===== src/rtl/sync_det_pkg.sv =====
package sync_det_pkg;

  localparam int PAT_NUM  = 3;
  localparam int PAT_SOS  = 0;
  localparam int PAT_EOS  = 1;
  localparam int PAT_K281 = 2;

  typedef logic [PAT_NUM-1:0] pat_vec_t;

  // Start marker run-length acceptance window
  localparam int SOS_RUN_MIN = 9;
  localparam int SOS_RUN_MAX = 11;
  localparam int SOS_CNT_W   = 4;

  // End marker, oldest bit in the MSB
  localparam int EOS_LEN = 20;
  localparam logic [EOS_LEN-1:0] EOS_WORD = 20'b1100_1111_1100_0000_1100;

  // Comma in both disparity forms, oldest bit in the MSB
  localparam int K_LEN = 10;
  localparam logic [K_LEN-1:0] K281_NEG = 10'b0011111001;
  localparam logic [K_LEN-1:0] K281_POS = 10'b1100000110;

endpackage


===== src/rtl/sync_run_sos.sv =====
module sync_run_sos
  import sync_det_pkg::*;
#(
  parameter int RUN_MIN = SOS_RUN_MIN,
  parameter int RUN_MAX = SOS_RUN_MAX,
  parameter int CNT_W   = SOS_CNT_W
) (
  input  logic clk,
  input  logic rst_n,
  input  logic bit_vld,
  input  logic bit_in,
  output logic hit
);

  localparam logic [CNT_W-1:0] CNT_SAT = '1;
  localparam logic [CNT_W-1:0] LO      = CNT_W'(RUN_MIN);
  localparam logic [CNT_W-1:0] HI      = CNT_W'(RUN_MAX);

  logic             run_bit_q;
  logic [CNT_W-1:0] run_len_q;
  logic [CNT_W-1:0] prev_len_q;
  logic             run_ok, prev_ok;

  assign run_ok  = (run_len_q >= LO) && (run_len_q <= HI);
  assign prev_ok = (prev_len_q >= LO) && (prev_len_q <= HI);

  // A 0 that ends an in-window ones run preceded by an in-window zero run
  assign hit = bit_vld && !bit_in && run_bit_q && run_ok && prev_ok;

  always_ff @(posedge clk) begin
    if (!rst_n) begin
      run_bit_q  <= 1'b0;
      run_len_q  <= '0;
      prev_len_q <= '0;
    end else if (bit_vld) begin
      if (bit_in == run_bit_q) begin
        if (run_len_q != CNT_SAT) run_len_q <= run_len_q + 1'b1;
      end else begin
        prev_len_q <= run_len_q;
        run_len_q  <= CNT_W'(1);
        run_bit_q  <= bit_in;
      end
    end
  end

  AST_SOS_RUN_HOLD: assert property (@(posedge clk) disable iff (!rst_n)
    !bit_vld |=> ($stable(run_len_q) && $stable(run_bit_q)));

endmodule


===== src/rtl/sync_shift_match.sv =====
module sync_shift_match
  import sync_det_pkg::*;
(
  input  logic clk,
  input  logic rst_n,
  input  logic bit_vld,
  input  logic bit_in,
  output logic eos_hit,
  output logic k281_hit
);

  localparam int SH_W  = EOS_LEN;
  localparam int FILL_W = $clog2(SH_W + 1);
  localparam logic [FILL_W-1:0] FILL_MAX = FILL_W'(SH_W);

  logic [SH_W-2:0]   sh_q;
  logic [SH_W-1:0]   sh_nx;
  logic [FILL_W-1:0] fill_q;
  logic              eos_full, k_full;

  assign sh_nx    = {sh_q, bit_in};
  // Require real bits in the whole window, not reset zeros
  assign eos_full = fill_q >= FILL_W'(EOS_LEN - 1);
  assign k_full   = fill_q >= FILL_W'(K_LEN - 1);

  assign eos_hit  = bit_vld && eos_full && (sh_nx == EOS_WORD);
  assign k281_hit = bit_vld && k_full &&
                    ((sh_nx[K_LEN-1:0] == K281_NEG) || (sh_nx[K_LEN-1:0] == K281_POS));

  always_ff @(posedge clk) begin
    if (!rst_n) begin
      sh_q   <= '0;
      fill_q <= '0;
    end else if (bit_vld) begin
      sh_q <= sh_nx[SH_W-2:0];
      if (fill_q != FILL_MAX) fill_q <= fill_q + 1'b1;
    end
  end

  AST_SHIFT_HOLD: assert property (@(posedge clk) disable iff (!rst_n)
    !bit_vld |=> $stable(sh_q));

endmodule


===== src/rtl/sync_hit_track.sv =====
module sync_hit_track #(
  parameter int HIT_TARGET = 3,
  parameter int QUIET_BITS = 64
) (
  input  logic clk,
  input  logic rst_n,
  input  logic clear,
  input  logic bit_vld,
  input  logic own_hit,
  input  logic other_hit,
  output logic live,
  output logic seen
);

  localparam int CW = $clog2(HIT_TARGET + 1);
  localparam int IW = $clog2(QUIET_BITS + 1);
  localparam logic [CW-1:0] TGT   = CW'(HIT_TARGET);
  localparam logic [CW-1:0] TGT_M = CW'(HIT_TARGET - 1);
  localparam logic [IW-1:0] QUIET = IW'(QUIET_BITS);

  logic [CW-1:0] cnt_q;
  logic [IW-1:0] idle_q, idle_nx;
  logic          live_q, seen_q;

  assign idle_nx = (idle_q == QUIET) ? idle_q : idle_q + 1'b1;

  always_ff @(posedge clk) begin
    if (!rst_n || clear) begin
      cnt_q  <= '0;
      idle_q <= '0;
      live_q <= 1'b0;
      seen_q <= 1'b0;
    end else if (bit_vld) begin
      if (own_hit) begin
        idle_q <= '0;
        if (cnt_q != TGT) cnt_q <= cnt_q + 1'b1;
        if (cnt_q >= TGT_M) begin
          live_q <= 1'b1;
          seen_q <= 1'b1;
        end
      end else begin
        idle_q <= idle_nx;
        if (other_hit || idle_nx == QUIET) begin
          cnt_q  <= '0;
          live_q <= 1'b0;
        end
      end
    end
  end

  assign live = live_q;
  assign seen = seen_q;

  AST_LIVE_NEEDS_HIT: assert property (@(posedge clk) disable iff (!rst_n)
    $rose(live_q) |-> $past(own_hit && bit_vld));
  AST_LIVE_DROP_CAUSE: assert property (@(posedge clk) disable iff (!rst_n)
    $fell(live_q) |-> $past(clear || (bit_vld && !own_hit)));
  AST_SEEN_STICKY: assert property (@(posedge clk) disable iff (!rst_n)
    (seen_q && !clear) |=> seen_q);
  AST_LIVE_HAS_SEEN: assert property (@(posedge clk) disable iff (!rst_n)
    live_q |-> seen_q);
  AST_CLEAR_WIPES: assert property (@(posedge clk) disable iff (!rst_n)
    clear |=> (!live_q && !seen_q));

endmodule


===== src/rtl/sync_line_det.sv =====
module sync_line_det
  import sync_det_pkg::*;
#(
  parameter int HIT_TARGET = 3,
  parameter int QUIET_BITS = 64
) (
  input  logic     clk,
  input  logic     rst_n,
  input  logic     clear,
  input  logic     bit_vld,
  input  logic     bit_in,
  output pat_vec_t live,
  output pat_vec_t seen
);

  pat_vec_t hits;

  sync_run_sos u_sos (
    .clk     (clk),
    .rst_n   (rst_n),
    .bit_vld (bit_vld),
    .bit_in  (bit_in),
    .hit     (hits[PAT_SOS])
  );

  sync_shift_match u_shift (
    .clk      (clk),
    .rst_n    (rst_n),
    .bit_vld  (bit_vld),
    .bit_in   (bit_in),
    .eos_hit  (hits[PAT_EOS]),
    .k281_hit (hits[PAT_K281])
  );

  for (genvar p = 0; p < PAT_NUM; p++) begin : g_pat
    localparam pat_vec_t OWN_MASK = pat_vec_t'(1) << p;
    sync_hit_track #(
      .HIT_TARGET (HIT_TARGET),
      .QUIET_BITS (QUIET_BITS)
    ) u_trk (
      .clk       (clk),
      .rst_n     (rst_n),
      .clear     (clear),
      .bit_vld   (bit_vld),
      .own_hit   (hits[p]),
      .other_hit (|(hits & ~OWN_MASK)),
      .live      (live[p]),
      .seen      (seen[p])
    );
  end

  AST_PATTERNS_DISJOINT: assert property (@(posedge clk) disable iff (!rst_n)
    $onehot0(hits));
  AST_ONE_LIVE: assert property (@(posedge clk) disable iff (!rst_n)
    $onehot0(live));

endmodule


===== src/rtl/sync_pattern_detector.sv =====
module sync_pattern_detector
  import sync_det_pkg::*;
#(
  parameter int NUM_LINES  = 4,
  parameter int HIT_TARGET = 3,
  parameter int QUIET_BITS = 64
) (
  input  logic                 clk,
  input  logic                 rst_n,
  input  logic                 in_valid,
  output logic                 in_ready,
  input  logic [NUM_LINES-1:0] in_bits,
  input  logic [NUM_LINES-1:0] line_en,
  input  logic                 clear,
  output logic [NUM_LINES-1:0] sos_live,
  output logic [NUM_LINES-1:0] eos_live,
  output logic [NUM_LINES-1:0] k281_live,
  output logic [NUM_LINES-1:0] sos_seen,
  output logic [NUM_LINES-1:0] eos_seen,
  output logic [NUM_LINES-1:0] k281_seen,
  output logic                 all_sos,
  output logic                 all_eos,
  output logic                 all_k281
);

  pat_vec_t live_l [NUM_LINES];
  pat_vec_t seen_l [NUM_LINES];
  pat_vec_t agg;

  assign in_ready = 1'b1;

  for (genvar g = 0; g < NUM_LINES; g++) begin : g_line
    sync_line_det #(
      .HIT_TARGET (HIT_TARGET),
      .QUIET_BITS (QUIET_BITS)
    ) u_line (
      .clk     (clk),
      .rst_n   (rst_n),
      .clear   (clear),
      .bit_vld (in_valid),
      .bit_in  (in_bits[g]),
      .live    (live_l[g]),
      .seen    (seen_l[g])
    );
    assign sos_live[g]  = live_l[g][PAT_SOS];
    assign eos_live[g]  = live_l[g][PAT_EOS];
    assign k281_live[g] = live_l[g][PAT_K281];
    assign sos_seen[g]  = seen_l[g][PAT_SOS];
    assign eos_seen[g]  = seen_l[g][PAT_EOS];
    assign k281_seen[g] = seen_l[g][PAT_K281];
  end

  always_comb begin
    for (int p = 0; p < PAT_NUM; p++) begin
      agg[p] = |line_en;
      for (int i = 0; i < NUM_LINES; i++) begin
        if (line_en[i] && !live_l[i][p]) agg[p] = 1'b0;
      end
    end
  end

  assign all_sos  = agg[PAT_SOS];
  assign all_eos  = agg[PAT_EOS];
  assign all_k281 = agg[PAT_K281];

  AST_AGG_NEEDS_LINE: assert property (@(posedge clk) disable iff (!rst_n)
    (all_sos || all_eos || all_k281) |-> (line_en != '0));
  AST_AGG_EXCLUSIVE: assert property (@(posedge clk) disable iff (!rst_n)
    $onehot0({all_sos, all_eos, all_k281}));

endmodule


===== config.mk =====
export PLATFORM = sky130hd
export DESIGN_NAME = sync_pattern_detector
export DESIGN_NICKNAME = d
export VERILOG_FILES = /design/src/rtl/sync_det_pkg.sv /design/src/rtl/sync_run_sos.sv /design/src/rtl/sync_shift_match.sv /design/src/rtl/sync_hit_track.sv /design/src/rtl/sync_line_det.sv /design/src/rtl/sync_pattern_detector.sv
export SDC_FILE = /design/constraint.sdc
export NUM_CORES = 1
export LEC_CHECK = 0
export ABC_AREA = 1
export CORE_UTILIZATION = 67
export DETAILED_ROUTE_END_ITERATION = 8
export PLACE_DENSITY_LB_ADDON = 0.3
export SLEW_MARGIN = 40
export SYNTH_ARGS = -nofsm -noshare
export SYNTH_HDL_FRONTEND = slang
export SYNTH_SLANG_ARGS = --single-unit
export TNS_END_PERCENT = 1

===== constraint.sdc =====
create_clock -name clk -period 3.2 [get_ports clk]
set_input_delay 0.32 -clock clk [delete_from_list [all_inputs] [get_ports clk]]
set_output_delay 0.32 -clock clk [all_outputs]
set_load 0.005 [all_outputs]

Word level (Yosys, flattened, before mapping)
Index checks and enable logic that the tools add are counted.
- register bits after elaboration: 264
- word-level logic and storage cells: 503
- add/subtract/negate cells: 32
- magnitude comparators: 36
- equal/unequal tests: 88
- mux-type cells: 116
- bitwise operators: 4
- reductions and logical operators: 159
- operator list (operator ; count):
    $eq 7x7->1 const B ; 24
    $mux 7 ; 24
    $reduce_and 3->1 ; 36
    $add 7x1->7 const B ; 12
    $eq 20x20->1 const B ; 4
    $mux 2 ; 36
    $ne 2x1->1 const B ; 28
    $logic_and 1x1->1 ; 52
    $mux 1 ; 48
    $eq 10x10->1 const B ; 4
    $eq 10x8->1 const B ; 4
    $ge 4x4->1 const B ; 8
    $le 4x4->1 const B ; 8
    $mux 4 ; 8
    $add 2x1->2 const B ; 12
    $ge 2x2->1 const B ; 12
    $ne 2x2->1 const B ; 12
    $reduce_and 2->1 ; 12
    $reduce_bool 2->1 ; 12
    $reduce_or 2->1 ; 12
    $add 5x1->5 const B ; 4
    $ge 5x4->1 const B ; 4
    $ge 5x5->1 const B ; 4
    $ne 5x5->1 const B ; 4
    7 further kinds ; 51

Depth between registers and ports, before layout
Gate-level depths: netlist of run 1.
- depth after elaboration: 9
- depth in mapped cells: 14
- depth with buffers taken out: 14

By module
From an unflattened synthesis of run 1, not the netlist that was laid out.
- cells, all modules: 2349
- area, all modules: 15652.5 µm²
- by module, submodules not included (module ; times used ; cells an instance ; area an instance (µm²) ; seq. area each (µm²)):
    sync_hit_track ; 12 ; 111 ; 730.7 ; 220.2
    sync_shift_match ; 4 ; 170 ; 1162.4 ; 480.5
    sync_run_sos ; 4 ; 70 ; 501.7 ; 180.2
    sync_pattern_detector ; 1 ; 33 ; 137.6 ; 0.0
    sync_line_det ; 4 ; 6 ; 22.5 ; 0.0

Least setup slack after synthesis of run 1
OpenSTA, ideal clock, no wires.
- kind: register -> register
- start: register g_line[1].u_line.u_shift.fill_q[0]
- end: register g_line[1].u_line.g_pat[1].u_trk.cnt_q[1]
- setup time: 113 ps
- arrival time: 1451 ps
- data required time: 3087 ps
- path slack: 1636 ps
- stages on the path, launching flop included: 14
- path buffers: 0
- clock period less this slack: 1564 ps
- path through: dfxtp_1 ha_1 nor2_1 nand2_1 nor2_1 nor2_1 nand2_2 nand2_1 nor2_2 nand2_2 nand2_1 nand2_1 nand2_1 nor2_1
- cells in the longest elaborated chain, start to end: 7
- ends and longest elaborated chain (item ; line ; source):
    start, declared ; sync_shift_match.sv:18 ; logic [FILL_W-1:0] fill_q;
    start signal, assigned ; sync_shift_match.sv:36 ; if (fill_q != FILL_MAX) fill_q <= fill_q + 1'b1;
    $ge 5x4->1 ; sync_shift_match.sv:24 ; assign k_full = fill_q >= FILL_W'(K_LEN - 1);
    $logic_and 1x1->1 (2 in series) ; sync_shift_match.sv:27 ; assign k281_hit = bit_vld && k_full &&
    $reduce_or 2->1 ; sync_line_det.sv:46 ; .other_hit (|(hits & ~OWN_MASK)),
    $logic_or 1x1->1 ; sync_hit_track.sv:43 ; if (other_hit || idle_nx == QUIET) begin
    $reduce_bool 2->1 (no line) ; - ;
    $reduce_and 3->1 (no line) ; - ;
    end signal, assigned ; sync_hit_track.sv:36 ; if (cnt_q != TGT) cnt_q <= cnt_q + 1'b1;
    end, declared ; sync_hit_track.sv:21 ; logic [CW-1:0] cnt_q;
Parallel ways exist; a longest one is shown, timed or not.
A chain may end at the register's enable or synchronous reset.

Worst setup path in the final report of run 1
- start: register g_line[0].u_line.g_pat[0].u_trk.live_q
- end: output port all_sos
- cells in the longest elaborated chain, start to end: 6
- ends and longest elaborated chain (item ; line ; source):
    start, declared ; sync_hit_track.sv:23 ; logic live_q, seen_q;
    start signal, assigned ; sync_hit_track.sv:31 ; live_q <= 1'b0;
    start signal, assigned ; sync_hit_track.sv:38 ; live_q <= 1'b1;
    start signal, assigned ; sync_hit_track.sv:45 ; live_q <= 1'b0;
    $logic_not 1->1 ; sync_pattern_detector.sv:57 ; if (line_en[i] && !live_l[i][p]) agg[p] = 1'b0;
    $logic_and 1x1->1 ; sync_pattern_detector.sv:57 ;
    $mux 1 (4 in series) ; sync_pattern_detector.sv:57 ;
    end, declared ; sync_pattern_detector.sv:21 ; output logic all_sos,
Every way passes these cells.

==> metrics.md, run 1 <==
| Metric | Value |
|---|---|
| Post-synth EDFFs | `0` |
| Bufs on Longest Clock Path | `3` |
| Final worst slack | `898 ps` |
| Required time of the critical path | `around 2900 ps` |
| Total CTS buffers | `28` |
| Pwr dens | `approximately 450 nW/um^2` |
| Total GRT Usage | `28.3%` |
| CTS tree | `built` |
| Final hold violation count | `0` |
| I/O Pins | `40` |
| WL/cell | `between 10 and 15 microns` |
| IO buf count | `38` |
| VDD IR max | `between 400 and 500 uV` |
| Worst-margin pin slew | `681 ps` |
| Final HPWL from detailed placement | `around 21,000 microns` |
| Post-synth top area share | `a little over a third` |
| Post-synth ARST share | `0%` |
| Avg Synthesized Cell Area | `6.58 sq um` |
| CP Class | `reg -> out` |
| Cell Int Power | `approximately 5.3 mW` |
| Clock-pin slew on the worst setup and hold paths | `around 60 ps` |
| Mapped cell area | `approximately 15,000 sq um` |
| Power share of the clock group | `a little over two fifths` |
| Die Area | `between 20,000 and 25,000 sq um` |
| Post-CTS sizing | `0` |
| Initial DRC Count | `just under 900` |
| CTS hold repair buffers | `0` |
| Grt ovf | `0` |
| Power share of the sequential group | `roughly half` |
| Final instance area | `between 15,000 and 20,000 sq um` |
| Layout area overhead | `7.89%` |
| Clock skew | `24.3 ps` |
| Initial antenna violation count | `0` |
| Critical path launch point type | `register` |
| Postcts setup bufs | `0` |
| First-pass iteration count of the detailed router | `5` |
| Post-synthesis cell count | `between 2,000 and 2,500` |
| Final period utilization | `a little under three quarters` |
| Clock sink count | `264` |
| MaxCap Viol Count | `0` |
| Status | `complete, no violations` |
| Die Y | `149 microns` |
| P_leak | `~6.5 nW` |
| Placement row count | `53` |
| Max Freq | `434 MHz` |
| Syn_nets | `~2,300` |
| Worst Hold Class | `in -> reg` |
| Max-slew violations | `0` |
| Final setup TNS | `0 ps` |
| Area of the core | `~21,000 sq um` |
| Unrepaired setup endpoints after global routing | `no` |
| Netlist cell types | `42` |
| Post-DP Area | `14,800 sq um` |
| DR vias/cell | `5.47` |
| Final Setup Violations | `0` |
| Initial Utilization | `just under 70%` |
| Vias | `~14,000` |
| Global-route wire length before repair | `53,500 microns` |
| Tmin final | `2300 ps` |
| Sequential share of the synthesized area | `between 30 and 40%` |
| Largest area contributor in the netlist | `dfxtp_1` |
| Sw Share | `24.9%` |
| Post-synth top flop | `dfxtp_1` |
| Root buf cell | `clkbuf_16` |
| Die Wd | `149 microns` |
| Vias in the first global route | `12,300` |
| Register bit total from synthesis | `264` |
| Logic gate share of total power | `7.7%` |
| Antenna diodes | `0` |
| Psw | `approximately 1.7 mW` |
| H-tree Lvls | `1` |
| Synth area leaders | `dfxtp_1 (36%), nand2_1 (14%), nor2_1 (8.0%), a21oi_1 (7.8%), inv_1 (6.3%)` |
| Pre-CTS setup slack | `between 1000 and 1500 ps` |
| Synth cell count leaders | `nand2_1 (538), nor2_1 (308), dfxtp_1 (264)` |
| Post-route DRC | `0` |
| Worst Path Arrival | `just under 2000 ps` |
| Slew HR | `between 50% and 60%` |
| Most common cell in the netlist | `nand2_1` |
| Largest net degree at the start of global routing | `113` |
| Layout fillers | `approximately 1,700` |
| Crit end category | `primary output` |
| Final WL | `around 31,000 microns` |
| Share of cells above drive strength 1 | `under 10%` |
| Yosys Warn Count | `0` |
| Worst Path Max Fanout | `3` |
| Clk_lat worst skew | `around 550 ps` |
| Final net count | `approximately 2,300` |
| Routed Antenna Nets | `0` |
| RePlAce Congestion | `roughly 0.9` |
## per-stage QoR
step                power, mW  instances  util [%]  hold WS, ps
finish                   7.01       2483      74.1          223
global route             7.27       2483      74.1          248
CTS                      7.04       2483      74.1          207
detailed placement       4.08       2437      70.1          440
global placement         4.06       2437      70.1          436
floorplan                3.95       2207         -          430
## layout make-up
class	count	area (sq um)	area share (%)
Tap cell	275	344	2.20
Timing Repair Buffer	47	457	2.91
Clock buffer	40	786	5.02
Clock inverter	6	50.0	0.319
Inverter	262	986	6.29
Multi-Input combinational cell	1589	7760	49.5
Sequential cell	264	5290	33.7
## final timing paths
kind / start / to / slack (ps) / depth (start not counted)
max: g_line[0].u_line.g_pat[0].u_trk.live / all_sos / 900 / 3
min: in_valid / g_line[2].u_line.u_shift.sh_q[5] / 220 / 2
max reg2reg: g_line[0].u_line.u_shift.fill_q[1] / g_line[0].u_line.g_pat[0].u_trk.cnt_q[1] / 1290 / 14
min reg2reg: g_line[0].u_line.g_pat[1].u_trk.seen / g_line[0].u_line.g_pat[1].u_trk.seen / 450 / 2
## state kept, by name (all words and copies together), names as in the netlist
signal                            cells
g_line.u_line.u_sos.prev_len_q       16
g_line.u_line.g_pat.u_trk.seen       12
g_line.u_line.g_pat.u_trk.cnt_q      24
g_line.u_line.u_shift.fill_q         20
g_line.u_line.g_pat.u_trk.idle_q     84
g_line.u_line.g_pat.u_trk.live       12
g_line.u_line.u_sos.run_len_q        16
g_line.u_line.u_sos.run_bit_q         4
g_line.u_line.u_shift.sh_q           76
## power groups by stage
stage / sequential (mW) / clock (mW) / combinational (mW)
2_1_floorplan: 3.53 / 0 / 0.416
3_3_place_gp: 3.55 / 0 / 0.512
3_5_place_dp: 3.55 / 0 / 0.531
4_1_cts: 3.48 / 3.03 / 0.538
5_1_grt: 3.50 / 3.15 / 0.624
6_report: 3.48 / 2.98 / 0.542
## worst max-delay path, stage by stage, from the launching register on
cell	delay, ps
dfxtp_1	490
nor2_1	90
nor4_1	300
clkdlybuf4s50_1	550
## placed cells by master (no fill, tap or decap), types with 3 or more instances in the layout
cell and instances:
o21ai_0 130, xnor2_1 9, nand3b_1 5, a21oi_2 3
clkinv_1 3, or2_2 4, o22ai_1 5, inv_1 242
clkbuf_8 4, clkbuf_1 8, o21ai_1 6, a211oi_1 4
clkinv_2 3, a31oi_1 3, xor2_1 8, nor2_1 308
buf_4 8, a21oi_1 226, or2_0 4, nor3_1 18
nor2_4 5, nand3_1 144, nand2_2 18, o21a_1 4
nand4_1 31, nor4_1 4, nand2_1 538, ha_1 72
nor2_2 13, nand2_4 4, dfxtp_1 264, inv_2 16
clkbuf_16 28, o21bai_1 9, clkdlybuf4s50_1 36
## per-layer routing
layer / up-vias / share of wire [%] / global-route usage, %
met3: 60 / 5.1 / 3.33
met2: 333 / 46 / 48.0
met5: - / 0 / 0
met4: 0 / 2.1 / 8.32
met1: 6171 / 47 / 37.6
li1: 7026 / - / -
## logic make-up after synthesis
| family | Yosys count | share of synthesized area, % |
|---|---|---|
| AOI/OAI and AO/OA | 395 | 14.2 |
| xor gates and xnor gates | 17 | 1.03 |
| adders and majority gates | 72 | 6.20 |
| buffers and inverters | 354 | 10.2 |
| DFF | 264 | 36.4 |
| other | 1 | 0.0258 |
| and+or+nand+nor | 1104 | 32.0 |
No activity file was read; power rests on OpenSTA's default activity.
==> inputs of run 2 (changes only) <==
--- a/config.mk
+++ b/config.mk
@@ -6,7 +6,7 @@
 export NUM_CORES = 1
 export LEC_CHECK = 0
 export ABC_AREA = 1
-export CORE_UTILIZATION = 67
+export CORE_UTILIZATION = 63
 export DETAILED_ROUTE_END_ITERATION = 8
 export PLACE_DENSITY_LB_ADDON = 0.3
 export SLEW_MARGIN = 40
==> constraint.sdc (replaced) <==
create_clock -name clk -period 2.4 [get_ports clk]
set_input_delay 0.24 -clock clk [delete_from_list [all_inputs] [get_ports clk]]
set_output_delay 0.24 -clock clk [all_outputs]
set_load 0.005 [all_outputs]
==> metrics.md, run 2 (same netlist as run 1, synthesis figures left out) <==
| Metric | Value |
|---|---|
| Antenna diodes | `0 (unchanged)` |
| Commonest non-fill, non-tap cells in the layout | `nand2_1 (538), nor2_1 (308), dfxtp_1 (264) (unchanged)` |
| Bufs on Longest Clock Path | `3 (unchanged)` |
| MaxCap Viol Count | `0 (unchanged)` |
| Slowest stage delay, CP | `550 ps (about the same)` |
| Postcts setup bufs | `0 (unchanged)` |
| Reg2Reg Launch Point | `g_line[1].u_line.u_shift.fill_q[1] (was g_line[0].u_line.u_shift.fill_q[1])` |
| Worst Path Arrival | `1930 ps (was 1980 ps)` |
| CTS hold repair buffers | `0 (unchanged)` |
| WL/cell | `12.4 microns (was 12.6 microns)` |
| Pwr dens | `602 nW/um^2 (was 447 nW/um^2)` |
| Biggest register | `g_line.u_line.g_pat.u_trk.idle_q (unchanged)` |
| VDD IR max | `544 uV (was 487 uV)` |
| Crit end category | `primary output (unchanged)` |
| Required time of the critical path | `2160 ps (was 2880 ps)` |
| Initial DRC Count | `839 (was 885)` |
| Final net count | `2,280 (was 2,276)` |
| Power share of the sequential group | `48.8% (was 49.7%)` |
| Placement row count | `55 (was 53)` |
| Total CTS buffers | `28 (unchanged)` |
| Grt ovf | `0 (unchanged)` |
| Crit-path cells | `nor2_1 > nor4_1 > clkdlybuf4s50_1 (unchanged)` |
| Clock sink count | `264 (unchanged)` |
| Dpl cells | `2,451 (was 2,437)` |
| Vias | `13,400 (was 13,600)` |
| Area of the core | `22,600 sq um (was 21,200 sq um)` |
| Final hold violation count | `0 (unchanged)` |
| Post-route DRC | `0 (unchanged)` |
| Tmin final | `between 2000 and 2500 ps` |
| Final Setup Violations | `0 (unchanged)` |
| Max reg flops | `84 (unchanged)` |
| Die Wd | `154 microns (was 149 microns)` |
| Die Area | `23,700 sq um (was 22,300 sq um)` |
| Critical path launch point type | `register (unchanged)` |
| Die Y | `154 microns (was 149 microns)` |
| Final period utilization | `between 90% and 100%` |
| Post-CTS sizing | `0 (unchanged)` |
| Total GRT Usage | `26.2% (was 28.3%)` |
| Max Freq | `between 400 and 500 MHz` |
| Status | `complete, no violations (unchanged)` |
| Psw | `2.36 mW (was 1.74 mW)` |
| Final setup TNS | `0 ps (unchanged)` |
| Hold Path Stages | `3 (was 2)` |
| RePlAce Congestion | `0.873 (was 0.909)` |
| Largest net degree at the start of global routing | `99 (was 113)` |
| Initial Utilization | `64.1% (was 68.6%)` |
| Routed Antenna Nets | `0 (unchanged)` |
| First-pass iteration count of the detailed router | `7 (was 5)` |
| Max-slew violations | `0 (unchanged)` |
| WHS | `56.9 ps (was 223 ps)` |
| DR vias/cell | `5.38 (was 5.47)` |
| Crit path buffers/inverters | `1 (unchanged)` |
| I/O Pins | `40 (unchanged)` |
| H-tree Lvls | `1 (unchanged)` |
| Pwr Total | `9.51 mW (was 7.01 mW)` |
| Hold endpoint | `g_line[1].u_line.u_shift.sh_q[1] (was g_line[2].u_line.u_shift.sh_q[5])` |
| Worst Hold Class | `in -> reg (unchanged)` |
| Clock-pin slew on the worst setup and hold paths | `60 ps (about the same)` |
| Logic gate share of total power | `7.6% (was 7.7%)` |
| Root buf cell | `clkbuf_16 (unchanged)` |
| Vias in the first global route | `12,300 (about the same)` |
| Sw Share | `24.8% (was 24.9%)` |
| Most common cell after layout, fill and taps aside | `nand2_1 (unchanged)` |
| Worst R2R Setup Slack | `570 ps (was 1290 ps)` |
| Unrepaired setup endpoints after global routing | `no (unchanged)` |
| Reg-to-Reg End | `g_line[1].u_line.g_pat[2].u_trk.idle_q[3] (was g_line[0].u_line.g_pat[0].u_trk.cnt_q[1])` |
| Final core occ | `69.7% (was 74.1%)` |
| Initial antenna violation count | `0 (unchanged)` |
| Worst-margin pin slew | `556 ps (was 681 ps)` |
| Clock skew | `14.9 ps (was 24.3 ps)` |
| Global-route wire length before repair | `53,500 microns (about the same)` |
| Max stage delay cell, worst path | `clkdlybuf4s50_1 (unchanged)` |
| IO buf count | `38 (unchanged)` |
| Slew HR | `62.9% (was 54.6%)` |
| Worst Path Max Fanout | `3 (unchanged)` |
| Final HPWL from detailed placement | `21,000 microns (was 21,400 microns)` |
| Reg2reg path depth | `11 (was 14)` |
| Power share of the clock group | `43.5% (was 42.6%)` |
| Critical hold path startpoint | `rst_n (was in_valid)` |
| Layout fillers | `1,918 (was 1,665)` |
| Finished Layout Cells | `2,500 (was 2,483)` |
| Final WL | `31,000 microns (was 31,300 microns)` |
| Clk_lat worst skew | `550 ps (about the same)` |
| Layout area overhead | `8.68% (was 7.89%)` |
| CTS tree | `built (unchanged)` |
| CP Class | `reg -> out (unchanged)` |
| Cell Int Power | `7.15 mW (was 5.26 mW)` |
| Cell family with most CP delay | `buffers and inverters (unchanged)` |
| Share of cells above drive strength 1 | `5.69% (was 5.25%)` |
| Biggest regs | `g_line.u_line.g_pat.u_trk.idle_q (84), g_line.u_line.u_shift.sh_q (76), g_line.u_line.g_pat.u_trk.cnt_q (24) (unchanged)` |
| P_leak | `6.58 nW (was 6.52 nW)` |
run 2: routing by layer:
layer / wire [microns] / vias up / track usage (%)
li1: - / 7024 / -
met1: 14900 / 6092 / 34.7
met2: 14200 / 279 / 45.3
met3: 1400 / 47 / 3.30
met4: 585 / 0 / 6.14
met5: 0 / - / 0
run 2: power groups by stage:
stage	Clock (mW)	Combinational (mW)	Sequential (mW)
after floorplan	0	0.554	4.71
after global placement	0	0.694	4.73
after detailed placement	0	0.716	4.73
after CTS	4.22	0.724	4.64
after global routing	4.41	0.834	4.66
final	4.14	0.727	4.64
run 2: worst max-delay path by stage:
stage | start | to | slack (ps) | cells after the start
detailed placement | in_bits[2] | g_line[2].u_line.g_pat[0].u_trk.cnt_q[0] | 380 | 10
finish | g_line[0].u_line.g_pat[0].u_trk.live | all_sos | 230 | 3
global route | g_line[0].u_line.g_pat[2].u_trk.live | all_k281 | 150 | 3
global placement | in_bits[2] | g_line[2].u_line.g_pat[2].u_trk.live | 450 | 12
floorplan | g_line[1].u_line.u_shift.fill_q[0] | g_line[1].u_line.g_pat[1].u_trk.cnt_q[1] | 840 | 13
CTS | g_line[0].u_line.g_pat[0].u_trk.live | all_sos | 210 | 3
run 2: cell type report:
cell class | count | area [sq um] | share of cell area (%)
clock buffers | 41 | 830 | 5.26
repair buffers | 51 | 508 | 3.22
multi-input cells | 1589 | 7760 | 49.2
flip-flops and latches | 264 | 5290 | 33.5
clock inverters | 8 | 57.6 | 0.365
well taps | 285 | 357 | 2.26
inverters | 262 | 986 | 6.25
run 2: stage by stage:
stage | setup slack [ps] | instance area, sq um
after detailed placement | 383 | 14900
after floorplan | 836 | 14500
after global placement | 445 | 14900
after global routing | 152 | 15800
after CTS | 214 | 15800
final | 235 | 15800
run 2: worst min-delay path: cells and delay by family:
kind	cells	cell delay [ps]
buf+inv	1	180
compound gates	2	140
==> inputs of run 3 (changes only) <==
--- a/config.mk
+++ b/config.mk
@@ -8,7 +8,7 @@
 export ABC_AREA = 1
 export CORE_UTILIZATION = 63
 export DETAILED_ROUTE_END_ITERATION = 8
-export PLACE_DENSITY_LB_ADDON = 0.3
+export PLACE_DENSITY = 0.78
 export SLEW_MARGIN = 40
 export SYNTH_ARGS = -nofsm -noshare
 export SYNTH_HDL_FRONTEND = slang
==> metrics.md, run 3 (same netlist as run 1, synthesis figures left out) <==
| Metric | Value |
|---|---|
| I/O Pins | `40 (unchanged)` |
| Final WL | `31,600 microns (was 31,000 microns)` |
| Power share of the sequential group | `45.2% (was 48.8%)` |
| Max-slew violations | `0 (unchanged)` |
| Die Y | `154 microns (unchanged)` |
| Layout fillers | `1,955 (was 1,918)` |
| Final Setup Violations | `0 (unchanged)` |
| Postcts setup bufs | `0 (unchanged)` |
| Root buf cell | `clkbuf_16 (unchanged)` |
| Pre-CTS setup slack | `404 ps (was 383 ps)` |
| Clock skew | `16.8 ps (was 14.9 ps)` |
| CP Class | `reg -> out (unchanged)` |
| Placement row count | `55 (unchanged)` |
| Tmin final | `2120 ps (was 2170 ps)` |
| Total GRT Usage | `26.8% (was 26.2%)` |
| Grt ovf | `0 (unchanged)` |
| Final core occ | `70.7% (was 69.7%)` |
| Sequential cell area | `5290 sq um (unchanged)` |
| Worst-margin pin slew | `576 ps (was 556 ps)` |
| Final HPWL from detailed placement | `21,700 microns (was 21,000 microns)` |
| Final period utilization | `88.1% (was 90.2%)` |
| H-tree Lvls | `1 (unchanged)` |
| Initial Utilization | `64.1% (unchanged)` |
| WL/cell | `12.6 microns (was 12.4 microns)` |
| Max stage delay cell, worst path | `clkdlybuf4s50_1 (unchanged)` |
| Layout area overhead | `10.2% (was 8.68%)` |
| Final hold violation count | `0 (unchanged)` |
| Worst Path Arrival | `1880 ps (was 1930 ps)` |
| CTS hold repair buffers | `0 (unchanged)` |
| Clk_lat worst skew | `550 ps (about the same)` |
| First-pass iteration count of the detailed router | `5 (was 7)` |
| Commonest non-fill, non-tap cells in the layout | `nand2_1 (538), nor2_1 (308), dfxtp_1 (264) (unchanged)` |
| Psw | `2.40 mW (was 2.36 mW)` |
| Crit-path cells | `o22ai_1 > nor4_1 > clkdlybuf4s50_1 (was nor2_1 > nor4_1 > clkdlybuf4s50_1)` |
| Worst Hold Class | `in -> reg (unchanged)` |
| RePlAce Congestion | `0.869 (was 0.873)` |
| Clock sink count | `264 (unchanged)` |
| Bufs on Longest Clock Path | `3 (unchanged)` |
| Slowest stage delay, CP | `550 ps (about the same)` |
| Post-route DRC | `0 (unchanged)` |
| Sw Share | `23.4% (was 24.8%)` |
| Max Freq | `473 MHz (was 462 MHz)` |
| VDD IR max | `485 uV (was 544 uV)` |
| P_leak | `6.69 nW (was 6.58 nW)` |
| MaxCap Viol Count | `0 (unchanged)` |
| Post-CTS sizing | `0 (unchanged)` |
| Area of the multi-input gates | `7760 sq um (unchanged)` |
| Area of the core | `22,600 sq um (unchanged)` |
| Max reg flops | `84 (unchanged)` |
| Share of cells above drive strength 1 | `6.03% (was 5.69%)` |
| Final net count | `2,285 (was 2,280)` |
| Cell Int Power | `7.85 mW (was 7.15 mW)` |
| Pwr dens | `641 nW/um^2 (was 602 nW/um^2)` |
| Total CTS buffers | `29 (was 28)` |
| DR vias/cell | `5.33 (was 5.38)` |
| Required time of the critical path | `2160 ps (about the same)` |
| Final worst slack | `284 ps (was 235 ps)` |
| Logic gate share of total power | `7.2% (was 7.6%)` |
| Die Wd | `154 microns (unchanged)` |
| Largest net degree at the start of global routing | `113 (was 99)` |
| CTS tree | `built (unchanged)` |
| Crit path buffers/inverters | `1 (unchanged)` |
| Final setup TNS | `0 ps (unchanged)` |
| Critical path launch point type | `register (unchanged)` |
| Initial antenna violation count | `0 (unchanged)` |
| Die Area | `23,700 sq um (unchanged)` |
| Clock-pin slew on the worst setup and hold paths | `60 ps (about the same)` |
| Initial DRC Count | `949 (was 839)` |
| Biggest register | `g_line.u_line.g_pat.u_trk.idle_q (unchanged)` |
| Routed Antenna Nets | `0 (unchanged)` |
| Pwr Total | `10.3 mW (was 9.51 mW)` |
| Unrepaired setup endpoints after global routing | `no (unchanged)` |
| Power share of the clock group | `47.6% (was 43.5%)` |
| Biggest regs | `g_line.u_line.g_pat.u_trk.idle_q (84), g_line.u_line.u_shift.sh_q (76), g_line.u_line.g_pat.u_trk.cnt_q (24) (unchanged)` |
| Worst Path Max Fanout | `3 (unchanged)` |
| Vias | `13,400 (about the same)` |
| Global-route wire length before repair | `54,200 microns (was 53,500 microns)` |
| Cell family with most CP delay | `buffers and inverters (unchanged)` |
| Slew HR | `61.3% (was 62.9%)` |
| Status | `complete, no violations (unchanged)` |
| IO buf count | `38 (unchanged)` |
| Crit end category | `primary output (unchanged)` |
| Most common cell after layout, fill and taps aside | `nand2_1 (unchanged)` |
| Vias in the first global route | `12,300 (about the same)` |
| Antenna diodes | `0 (unchanged)` |
## run 3: changes by cell type in the layout (fill, tap and decap cells not counted)
cell	delta
clkinv_2	+2
inv_6	+1
buf_4	+2
bufinv_16	+7
clkinvlp_4	-1
clkinv_8	-1
buf_12	+2
clkinv_4	-1
clkbuf_8	-4
clkbuf_16	+1
## run 3: worst reg2reg max path, delay by kind of cell (launching register included)
kind	cells	cell delay (ps)
buffers and inverters	2	200
flip-flops	1	390
AO/OA/AOI/OAI	2	470
AND/OR/NAND/NOR	5	480
adder cells (fa/ha/maj)	1	200
## run 3: path summary, 6_finish.rpt
kind,startpoint,end,slack (ps),cells past startpoint
worst max register to register,g_line[1].u_line.u_sos.run_len_q[0],g_line[1].u_line.g_pat[0].u_trk.cnt_q[1],560,10
worst max-delay path,g_line[2].u_line.g_pat[0].u_trk.live,all_sos,280,3
worst min-delay path,in_valid,g_line[3].u_line.u_shift.sh_q[0],100,3
worst min register to register,g_line[3].u_line.g_pat[2].u_trk.seen,g_line[3].u_line.g_pat[2].u_trk.seen,450,2
## run 3: area by class of cell
| cell class | instances | share of cell area, % |
|---|---|---|
| Multi-Input combinational cell | 1589 | 48.5 |
| Sequential cell | 264 | 33.0 |
| Inverter | 262 | 6.16 |
| Clock buffer | 38 | 5.00 |
| Timing Repair Buffer | 55 | 3.52 |
| Tap cell | 285 | 2.23 |
| Clock inverter | 15 | 1.59 |
## run 3: metal layers
metal	track usage, %	routed length, microns
met5	0	0
met4	7.05	513
met3	3.04	1260
met2	45.5	14600
met1	36.1	15200
## run 3: metrics by stage
step / hold slack (ps) / cell area [sq um] / instances
global placement: 437 / 15000 / 2455
detailed placement: 442 / 15000 / 2455
global route: 112 / 16000 / 2508
finish: 98.6 / 16000 / 2508
CTS: 71.0 / 16000 / 2508
floorplan: 394 / 14500 / 2207
## run 3: power groups by stage
stage,Combinational (mW),Sequential [mW],Clock (mW)
final,0.738,4.64,4.88
after floorplan,0.554,4.71,0
after global placement,0.709,4.73,0
after detailed placement,0.731,4.73,0
after CTS,0.739,4.64,4.96
after global routing,0.851,4.66,5.13
